$ cat src/rtl/capture_channel.sv
module capture_channel #(
  parameter int CNT_W = 16,
  parameter int FLT_W = 4,
  parameter int DIV_W = 2
) (
  input  logic             clk,
  input  logic             rst_n,
  input  logic             pin_in,
  input  logic [CNT_W-1:0] count_val,
  input  logic             ch_en,
  input  logic [1:0]       src_sel,
  input  logic             pol_sel,
  input  logic [FLT_W-1:0] filt_code,
  input  logic [DIV_W-1:0] div_code,
  input  logic             div_wr,
  input  logic             flag_clr,
  input  logic             irq_en,
  input  logic             dma_en,
  output logic [CNT_W-1:0] cap_value,
  output logic             cap_flag,
  output logic             over_flag,
  output logic             irq_req,
  output logic             dma_req
);

  localparam int EC_W = (1 << DIV_W) - 1;

  logic             sync_a, sync_b;
  logic [FLT_W-1:0] run_len;
  logic             filt_lvl, filt_prev;
  logic [EC_W-1:0]  edge_cnt;
  logic [EC_W-1:0]  edge_top;
  logic             rise, fall, active, armed, cap_evt;

  always_ff @(posedge clk or negedge rst_n)
    if (!rst_n) begin
      sync_a <= 1'b0;
      sync_b <= 1'b0;
    end else begin
      sync_a <= pin_in;
      sync_b <= sync_a;
    end

  always_ff @(posedge clk or negedge rst_n)
    if (!rst_n) begin
      filt_lvl <= 1'b0;
      run_len  <= '0;
    end else if (sync_b == filt_lvl) begin
      run_len <= '0;
    end else if (run_len >= filt_code) begin
      filt_lvl <= sync_b;
      run_len  <= '0;
    end else begin
      run_len <= run_len + 1'b1;
    end

  always_ff @(posedge clk or negedge rst_n)
    if (!rst_n) filt_prev <= 1'b0;
    else        filt_prev <= filt_lvl;

  assign rise   = filt_lvl & ~filt_prev;
  assign fall   = ~filt_lvl & filt_prev;
  assign active = pol_sel ? fall : rise;
  assign armed  = ch_en && (src_sel == 2'b01);

  assign edge_top = EC_W'((1 << div_code) - 1);
  assign cap_evt  = armed && active && (edge_cnt >= edge_top) && !div_wr;

  always_ff @(posedge clk or negedge rst_n)
    if (!rst_n)                      edge_cnt <= '0;
    else if (!ch_en || div_wr)       edge_cnt <= '0;
    else if (armed && active)        edge_cnt <= (edge_cnt >= edge_top) ? '0 : edge_cnt + 1'b1;

  always_ff @(posedge clk or negedge rst_n)
    if (!rst_n) begin
      cap_value <= '0;
      cap_flag  <= 1'b0;
      over_flag <= 1'b0;
    end else begin
      if (cap_evt) cap_value <= count_val;
      cap_flag  <= cap_evt | (cap_flag & ~flag_clr);
      over_flag <= flag_clr ? 1'b0 : (over_flag | (cap_evt & cap_flag));
    end

  assign irq_req = cap_flag & irq_en;
  assign dma_req = cap_flag & dma_en;

  assert_gated_capture_R6: assert property (@(posedge clk) disable iff (!rst_n)
    $rose(cap_flag) |-> $past(ch_en && src_sel == 2'b01));

  assert_value_with_flag_R2: assert property (@(posedge clk) disable iff (!rst_n)
    !$stable(cap_value) |-> cap_flag);

  assert_over_implies_flag_R7: assert property (@(posedge clk) disable iff (!rst_n)
    over_flag |-> cap_flag);

  assert_over_needs_prior_R7: assert property (@(posedge clk) disable iff (!rst_n)
    $rose(over_flag) |-> $past(cap_flag));

  assert_filter_hold_R4: assert property (@(posedge clk) disable iff (!rst_n)
    ($past(filt_code) != '0 && filt_lvl != filt_prev) |-> ($past(sync_b, 1) == $past(sync_b, 2)));

  assert_psc_reset_R10: assert property (@(posedge clk) disable iff (!rst_n)
    ($past(!ch_en) || $past(div_wr)) |-> (edge_cnt == '0));

  assert_clear_works_R8: assert property (@(posedge clk) disable iff (!rst_n)
    flag_clr |=> !over_flag);

endmodule

$ cat config.mk
export PLATFORM = sky130hd
export DESIGN_NAME = capture_channel
export DESIGN_NICKNAME = d
export VERILOG_FILES = /design/src/rtl/capture_channel.sv
export SDC_FILE = /design/constraint.sdc
export NUM_CORES = 1
export LEC_CHECK = 0
export BUFFER_PORTS_ARGS = -buffer_cell sky130_fd_sc_hd__buf_2
export CORE_MARGIN = 3
export CORE_UTILIZATION = 51
export DETAILED_ROUTE_END_ITERATION = 8
export PLACE_DENSITY_LB_ADDON = 0.25
export SLEW_MARGIN = 20
export SYNTH_ARGS = -nofsm -noshare
export SYNTH_HDL_FRONTEND = slang
export SYNTH_SLANG_ARGS = --single-unit
$ cat constraint.sdc
create_clock -name clk -period 4.85 [get_ports clk]
set_input_delay 0.97 -clock clk [delete_from_list [all_inputs] [get_ports clk]]
set_output_delay 0.97 -clock clk [all_outputs]
set_load 0.01 [all_outputs]
==> results.toml, run 1 <==
[pwr]
max-vdd-ir-drop_v = 0.0002373
p_leak_nw = 0.9699
power.total_uw = 564.9
power.density_nw_per_um2 = 334.2

[routing]
drcViolationCount = 0
routed_wl_um = 2442
vias = 958
wire_per_inst_um = 12.46
vias_per_cell = 4.888
postRouteAntennaNets = 0
first_pass_iters = 4
dr.first_iter.drc_count = 10

[timing]
fin_crit_ns = 3.055
slew_headroom_pct = 44.68
timing.fmax_ghz = 0.3273
slew_violations = 0
setup_viol_count_final = 0
hold_viol_final = 0
worst_pin_slew_ns = 0.8298
post-route-period-util_pct = 63.00
skew_ns = 0.01242
fin_tns_setup_ns = 0
rsz0062_at_grt = "false"

[synth]
syn_area_um2 = 1373
ys_warn_count = 0
syn_inst = 108
synth_cell_type_count = 27
synthTopCellsByCount = "dfrtp_1, inv_1, ha_1, mux2_2"
synth-async-reset-ratio_pct = 100.0
synth.most_common_cell = "dfrtp_1"
ys_seq_elements = 29
yosys.area.top_type_share_pct = 52.87
synthTopCellsByArea = "dfrtp_1, mux2_4, ha_1"
syn_nets = 150
avgSynthCellArea_um2 = 12.71
synth_seq_area_share_pct = 52.87
synth_ff_type = "dfrtp_1"
synth-edff-count = 0
yosysTopAreaCell = "dfrtp_1"

[worst_setup_path]
r2r_end = "cap_value[14]"
r2r_start = "edge_cnt[0]"
worst_ep_arrival_time_ns = 3.26
reg2reg_slack_ns = 2.36
r2r_cells = 6
startpoint_type = "input port"
required_ns = 5.06
critical-path-top-delay-family = "simple AND/OR/NAND/NOR gates"
end_kind = "register"
crit_chain = "buf_2 -> or2_2 -> ha_1 -> nor2b_1 -> o21ai_0 -> or3b_1 -> mux2_4"
crit_path_max_fanout = 18
worst_path_largest_cell_delay_ns = 0.75
path_class = "input port to register"
slowest_stage = "or3b_1"
crit_buf_inv = 1

[final_layout]
stdcell_count = 196
finalCoreUtilization_pct = 67.01
areaGrowthSynthToFinish_pct = 23.15
n_antenna_cell = 0
nNetsFinal = 207
drive_gt1_share_pct = 48.80
nFillCells = 224

[clock_tree]
ctsResizeCount = 0
worstSkewPairLatency_ns = 0.33
htree_levels = 2
path_clk_slew_ns = 0.08
cts.path.max_buffers = 2
cts_tree = "yes"
cts.sinks = 29
post_cts_buffers = 0
numCtsBuffers = 5
cts_hold_buf = 0
cts-root-buf = "clkbuf_4"

[global_route]
grt_pass1_wl_um = 4188
grt_pass1_vias = 1062
use_met1_pct = 18.16
track_usage_pct = 17.05
grt_max_degree = 30
gr-total-overflow = 0
use_met2_pct = 27.58
gr-usage-met3_pct = 6.013
antenna_found_initial = 0
grt.busiest_layer = "met2"

[floorplan]
die-area_um2 = 3350
die_y_um = 57.88
start_util_pct = 54.41
pin_count = 53
coreArea_um2 = 2522
num_rows = 18
dieWidth_um = 57.88

[placed_design]
hpwl_um = 1862
io_buffer_count = 52
dpl.cell_count = 188
gp_congestion = 0.6966

[hold_path]
whs_endpoint = "sync_b"
holdPathStages = 0
hp-class = "register to register"
worstHoldStart = "sync_a"

[outcome]
status = "completed"

[flow_run]
max_cap_viol_count = 0
[state kept, by name, indices dropped and copies added (netlist names)]
signal     count
filt_prev      1
cap_value     16
filt_lvl       1
cap_flag       1
sync_a         1
run_len        4
over_flag      1
sync_b         1
edge_cnt       3
[layout make-up]
class,count,area [um2],area share (%)
well taps,30,37.54,2.221
inverters,10,37.54,2.221
clock buffers,6,41.29,2.443
repair buffers,52,260.3,15.40
flip-flops and latches,29,725.7,42.93
clock inverters,2,10.01,0.5922
multi-input cells,67,578.1,34.20
[placed cells by master (no fill, tap or decap), types with 2 or more instances in the layout]
cell / count
dfrtp_1: 29
mux2_2: 9
nand2_1: 8
o21ai_0: 2
xor2_1: 2
and2_1: 2
clkinv_2: 2
or3_2: 2
inv_1: 10
nand2b_1: 3
or3b_1: 2
ha_1: 9
mux2_4: 8
clkbuf_4: 5
buf_2: 52
nor2_1: 4
a21oi_1: 5
[worst max path at each step]
stage,slack (ns),end,depth (start not counted),startpoint
after floorplan,1.95,cap_value[10],8,div_code[1]
after global placement,1.54,cap_value[14],7,div_code[1]
after detailed placement,1.46,cap_value[13],7,div_code[1]
after CTS,1.81,cap_value[13],7,div_code[1]
after global routing,1.64,cap_value[10],7,div_code[1]
final,1.79,cap_value[14],7,div_code[1]
[kinds of logic after synthesis]
kind of cell | Yosys count | synth area share [%]
XOR/XNOR | 3 | 1.915
flip-flops | 29 | 52.87
adder cells (fa/ha/maj) | 9 | 8.204
buffers and inverters | 12 | 5.014
AO/OA/AOI/OAI | 12 | 5.470
multiplexers | 17 | 16.14
AND/OR/NAND/NOR | 26 | 10.39
[per-stage QoR]
stage          hold WS [ns]  worst slack [ns]  area, um2
2_1_floorplan        0.3312             1.947       1373
3_3_place_gp         0.3341             1.538       1639
3_5_place_dp         0.3462             1.456       1639
4_1_cts              0.3653             1.808       1690
5_1_grt              0.3800             1.643       1690
6_report             0.3689             1.795       1690
[worst register-to-register path: stages (launching register included)]
cell     delay, ns
dfrtp_1       0.41
inv_1         0.07
ha_1          0.28
nor2b_1       0.04
o21ai_0       0.39
or3b_1        0.75
mux2_4        0.43
[power by group]
part           switching (mW)  internal [mW]  total [mW]
Sequential             0.0237          0.278       0.301
Clock                  0.0813         0.0551       0.136
Combinational          0.0579         0.0695       0.127
[layer usage]
| layer | vias up | wire, um | part of all wire (%) |
|---|---|---|---|
| li1 | 476 | - | - |
| met1 | 441 | 1007 | 41 |
| met2 | 34 | 1183 | 48 |
| met3 | 7 | 178 | 7.3 |
| met4 | 0 | 74 | 3.0 |
| met5 | - | 0 | 0 |
Power figures use the tool's default switching activity.
==> inputs of run 2 (changes only) <==
- CORE_UTILIZATION: 51 -> 48
- clock period: 4.85 -> 3 ns (I/O delays scaled with it)
==> run 2 against run 1 <==
Largest cell class unchanged. First-iteration DRC count rose to 3.2 times the previous value. Core utilization decreased by 1.3 points. Sequential cell count unchanged. Critical endpoint is now cap_value[13]. Worst setup slack got worse by 1.2 ns. Largest power group unchanged.
==> results.toml, run 2 (synthesized netlist as in run 1, its figures left out) <==
[outcome]
status = "completed"

[worst_setup_path]
startpoint_type = "input port"
path_class = "input port to register"
end_kind = "register"
reg2reg_slack_ns = 0.78
worst_ep_arrival_time_ns = 2.62
required_ns = 3.19
crit_path_max_fanout = 18

[pwr]
max-vdd-ir-drop_v = 0.0003433
p_leak_nw = 0.9734
power.density_nw_per_um2 = 542.4

[timing]
hold_viol_final = 0
rsz0062_at_grt = "false"
slew_headroom_pct = 59.36
fin_crit_ns = 2.432
worst_pin_slew_ns = 0.6096
skew_ns = 0.004442
timing.fmax_ghz = 0.4111
fin_tns_setup_ns = 0
setup_viol_count_final = 0
post-route-period-util_pct = 81.07
slew_violations = 0
worst_slack_ns = 0.5678

[global_route]
use_met2_pct = 30.89
grt_pass1_vias = 1020
gr-usage-met3_pct = 4.575
grt_max_degree = 30
grt.busiest_layer = "met2"
grt_pass1_wl_um = 4153
gr-total-overflow = 0
track_usage_pct = 16.04
antenna_found_initial = 0
use_met1_pct = 16.48

[final_layout]
areaGrowthSynthToFinish_pct = 23.97
drive_gt1_share_pct = 48.80
reg.largest.list = "cap_value: 16 flops, run_len: 4 flops, edge_cnt: 3 flops"
layout_common_cells = "buf_2, dfrtp_1, inv_1, mux2_2, ha_1"
largest_reg_flops = 16
n_antenna_cell = 0
nNetsFinal = 208
mostFrequentLayoutCell = "buf_2"
regMostFlops = "cap_value"
fin_area_um2 = 1702

[clock_tree]
cts.path.max_buffers = 2
numCtsBuffers = 5
htree_levels = 2
cts_hold_buf = 0
cts.sinks = 29
cts_tree = "yes"
cts-root-buf = "clkbuf_4"
post_cts_buffers = 0
path_clk_slew_ns = 0.08
ctsResizeCount = 0
worstSkewPairLatency_ns = 0.30

[placed_design]
place_ws_ns = 0.2700
io_buffer_count = 52
gp_congestion = 0.7284
hpwl_um = 2023
placed_area_um2 = 1647

[floorplan]
num_rows = 18
die-area_um2 = 3537
die_y_um = 59.48
coreArea_um2 = 2590
pin_count = 53
start_util_pct = 53.00
dieWidth_um = 59.48

[routing]
wire_per_inst_um = 13.05
vias = 985
postRouteAntennaNets = 0
drcViolationCount = 0
first_pass_iters = 4
vias_per_cell = 5.026
routed_wl_um = 2558
dr.first_iter.drc_count = 32

[flow_run]
max_cap_viol_count = 0

[hold_path]
hp-class = "input port to async pin"
## run 2: cell count changes in the layout (fill, tap and decap cells not counted)
cell	before	now
clkinv_2	2	0
buf_4	0	1
clkbuf_8	0	1
## run 2: layer usage
layer	vias up	wire length (um)
met5	-	0
li1	482	-
met2	33	1378
met4	0	8
met3	2	164
met1	468	1007
## run 2: final cells by class
type	instances	area (um2)
inverter	10	37.54
fill	200	888.4
sequential	29	725.7
multi-input combinational	67	578.1
tap	30	37.54
timing repair buffer	53	267.8
clock buffer	7	55.05
## run 2: through the flow
step / hold slack (ns) / util [%] / std cells / total power, mW
3_3_place_gp: 0.3362 / 63.57 / 189 / 0.6921
4_1_cts: 0.3072 / 65.70 / 196 / 0.9367
5_1_grt: 0.3260 / 65.70 / 196 / 0.9833
6_report: 0.3001 / 65.70 / 196 / 0.9229
2_1_floorplan: 0.3044 / - / 108 / 0.6188
3_5_place_dp: 0.3379 / 63.57 / 189 / 0.7061
## run 2: path summary, 6_finish.rpt
check	to	start	cells after the start
max	cap_value[13]	div_code[1]	8
min	run_len[3]	rst_n	1
max reg2reg	cap_value[13]	edge_cnt[0]	7
min reg2reg	sync_b	sync_a	0
max in group asynchronous	cap_value[4]	rst_n	1
min in group clk	sync_b	sync_a	0
## run 2: critical path, stage by stage
cell and delay [ns]:
buf_2 0.11, or2_2 0.29, ha_1 0.27, nor2b_1 0.04, o21ai_0 0.36, or3b_1 0.40
buf_4 0.23, mux2_4 0.32
## run 2: power by group
| part | switching [mW] | total [mW] | internal [mW] |
|---|---|---|---|
| Combinational | 0.0958 | 0.208 | 0.112 |
| Clock | 0.116 | 0.226 | 0.110 |
| Sequential | 0.0402 | 0.489 | 0.449 |
==> inputs of run 3 (changes only) <==
- CORE_UTILIZATION: 48 -> 43
- clock period: 3 -> 2.2 ns (I/O delays scaled with it)
==> run 3 against run 2 <==
Sequential power grew 36%. Routed wire length shrank 1.7%. Critical path depth shrank 3. Combinational power grew 37%. Global-route usage shrank 1.7 points. Largest cell class unchanged. Clock skew grew 0.0069 ns. Critical endpoint is now cap_value[14]. Register-to-register slack lost 0.63 ns. Worst setup slack lost 0.42 ns. Sequential cell count is the same. Final area grew 4.3%. Via count grew 0.81%. Worst hold slack lost 0.17 ns.
==> results.toml, run 3 (synthesized netlist as in run 1, its figures left out) <==
[outcome]
status = "completed"

[clock_tree]
cts_tree = "yes"
numCtsBuffers = 5
cts_hold_buf = 0
htree_levels = 2
ctsResizeCount = 0
path_clk_slew_ns = 0.10
cts.path.max_buffers = 2
cts.sinks = 29
cts-root-buf = "clkbuf_4"
worstSkewPairLatency_ns = 0.31
post_cts_buffers = 0

[pwr]
intPower_uw = 954.0
p_sw_uw = 357.4
seq_power_share_pct = 50.9
power.total_mw = 1.311
combPwrFrac_pct = 21.7
switching_share_pct = 27.25
clockPowerShare_pct = 27.5
power.density_nw_per_um2 = 739.1
p_leak_nw = 1.001
max-vdd-ir-drop_v = 0.0004441

[final_layout]
layout_common_cells = "buf_2, dfrtp_1, inv_1, mux2_2"
mostFrequentLayoutCell = "buf_2"
regArea_um2 = 725.7
nFillCells = 262
nNetsFinal = 210
stdcell_count = 211
regMostFlops = "cap_value"
multi_input_area_um2 = 593.1
reg.largest.list = "cap_value: 16 flops, run_len: 4 flops, edge_cnt: 3 flops"
areaGrowthSynthToFinish_pct = 29.26
drive_gt1_share_pct = 50.89
finalCoreUtilization_pct = 61.17
n_antenna_cell = 0
largest_reg_flops = 16

[floorplan]
coreArea_um2 = 2900
pin_count = 53
start_util_pct = 47.33
num_rows = 19
dieWidth_um = 62.50
die-area_um2 = 3906
die_y_um = 62.50

[worst_setup_path]
startpoint_type = "register"
r2r_start = "filt_lvl"
worst_ep_arrival_time_ns = 2.25
r2r_cells = 5
path_class = "register to register"
r2r_end = "cap_value[14]"
end_kind = "register"
reg2reg_slack_ns = 0.15
crit_path_max_fanout = 18
required_ns = 2.40

[routing]
vias = 993
wire_per_inst_um = 11.92
first_pass_iters = 2
vias_per_cell = 4.706
routed_wl_um = 2515
postRouteAntennaNets = 0
drcViolationCount = 0
dr.first_iter.drc_count = 18

[timing]
skew_ns = 0.01136
timing.fmax_ghz = 0.4869
slew_headroom_pct = 58.55
post-route-period-util_pct = 93.35
hold_viol_final = 0
setup_viol_count_final = 0
worst_pin_slew_ns = 0.6218
rsz0062_at_grt = "false"
fin_crit_ns = 2.054
slew_violations = 0

[global_route]
antenna_found_initial = 0
grt_max_degree = 30
gr-total-overflow = 0
track_usage_pct = 14.37
grt_pass1_wl_um = 4491
grt_pass1_vias = 1046

[flow_run]
max_cap_viol_count = 0

[placed_design]
io_buffer_count = 52
dpl.cell_count = 203
hpwl_um = 1984
gp_congestion = 0.7671

[hold_path]
hp-class = "input port to async pin"
run 3: worst max path at each step:
stage | startpoint | endpoint | depth (start not counted)
after global routing | filt_lvl | cap_value[8] | 5
after global placement | div_code[1] | cap_value[13] | 8
after floorplan | div_code[1] | cap_value[10] | 8
after detailed placement | div_code[1] | cap_value[14] | 8
after CTS | filt_lvl | cap_value[14] | 5
final | filt_lvl | cap_value[14] | 5
run 3: area by class of cell:
class,count,share of cell area [%]
Clock buffer,7,3.667
Inverter,10,2.116
Multi-Input combinational cell,67,33.43
Tap cell,42,2.962
Clock inverter,1,0.2821
Sequential cell,29,40.90
Timing Repair Buffer,55,16.64
run 3: critical path, cell delays in order (launching register included):
cell and delay, ns:
dfrtp_1 0.41, or3b_1 0.35, a211o_1 0.28, or3b_1 0.42, buf_12 0.19, mux2_4 0.30
run 3: routing by layer:
metal  up-vias  global-route usage (%)  wire length [um]
li1        485                       -                 -
met2        36                   24.10              1226
met4         0                   6.612                42
met3         4                   6.295               211
met5         -                       0                 0
met1       468                   15.55              1035
run 3: power by group through the flow:
stage / Sequential (mW) / Combinational [mW] / Clock [mW]
floorplan: 0.687 / 0.159 / 0
global placement: 0.672 / 0.278 / 0
detailed placement: 0.679 / 0.290 / 0
CTS: 0.669 / 0.291 / 0.373
global route: 0.680 / 0.324 / 0.405
finish: 0.667 / 0.284 / 0.360
run 3: through the flow:
step / hold WS (ns) / worst slack (ns) / cell area, um2 / setup TNS [ns]
2_1_floorplan: 0.1444 / -0.01962 / 1388 / -0.1570
3_3_place_gp: 0.3333 / -0.03893 / 1704 / -0.4145
3_5_place_dp: 0.3373 / -0.09099 / 1704 / -1.145
4_1_cts: 0.1474 / 0.1192 / 1774 / 0
5_1_grt: 0.1573 / 0.06577 / 1774 / 0
6_report: 0.1336 / 0.1464 / 1774 / 0
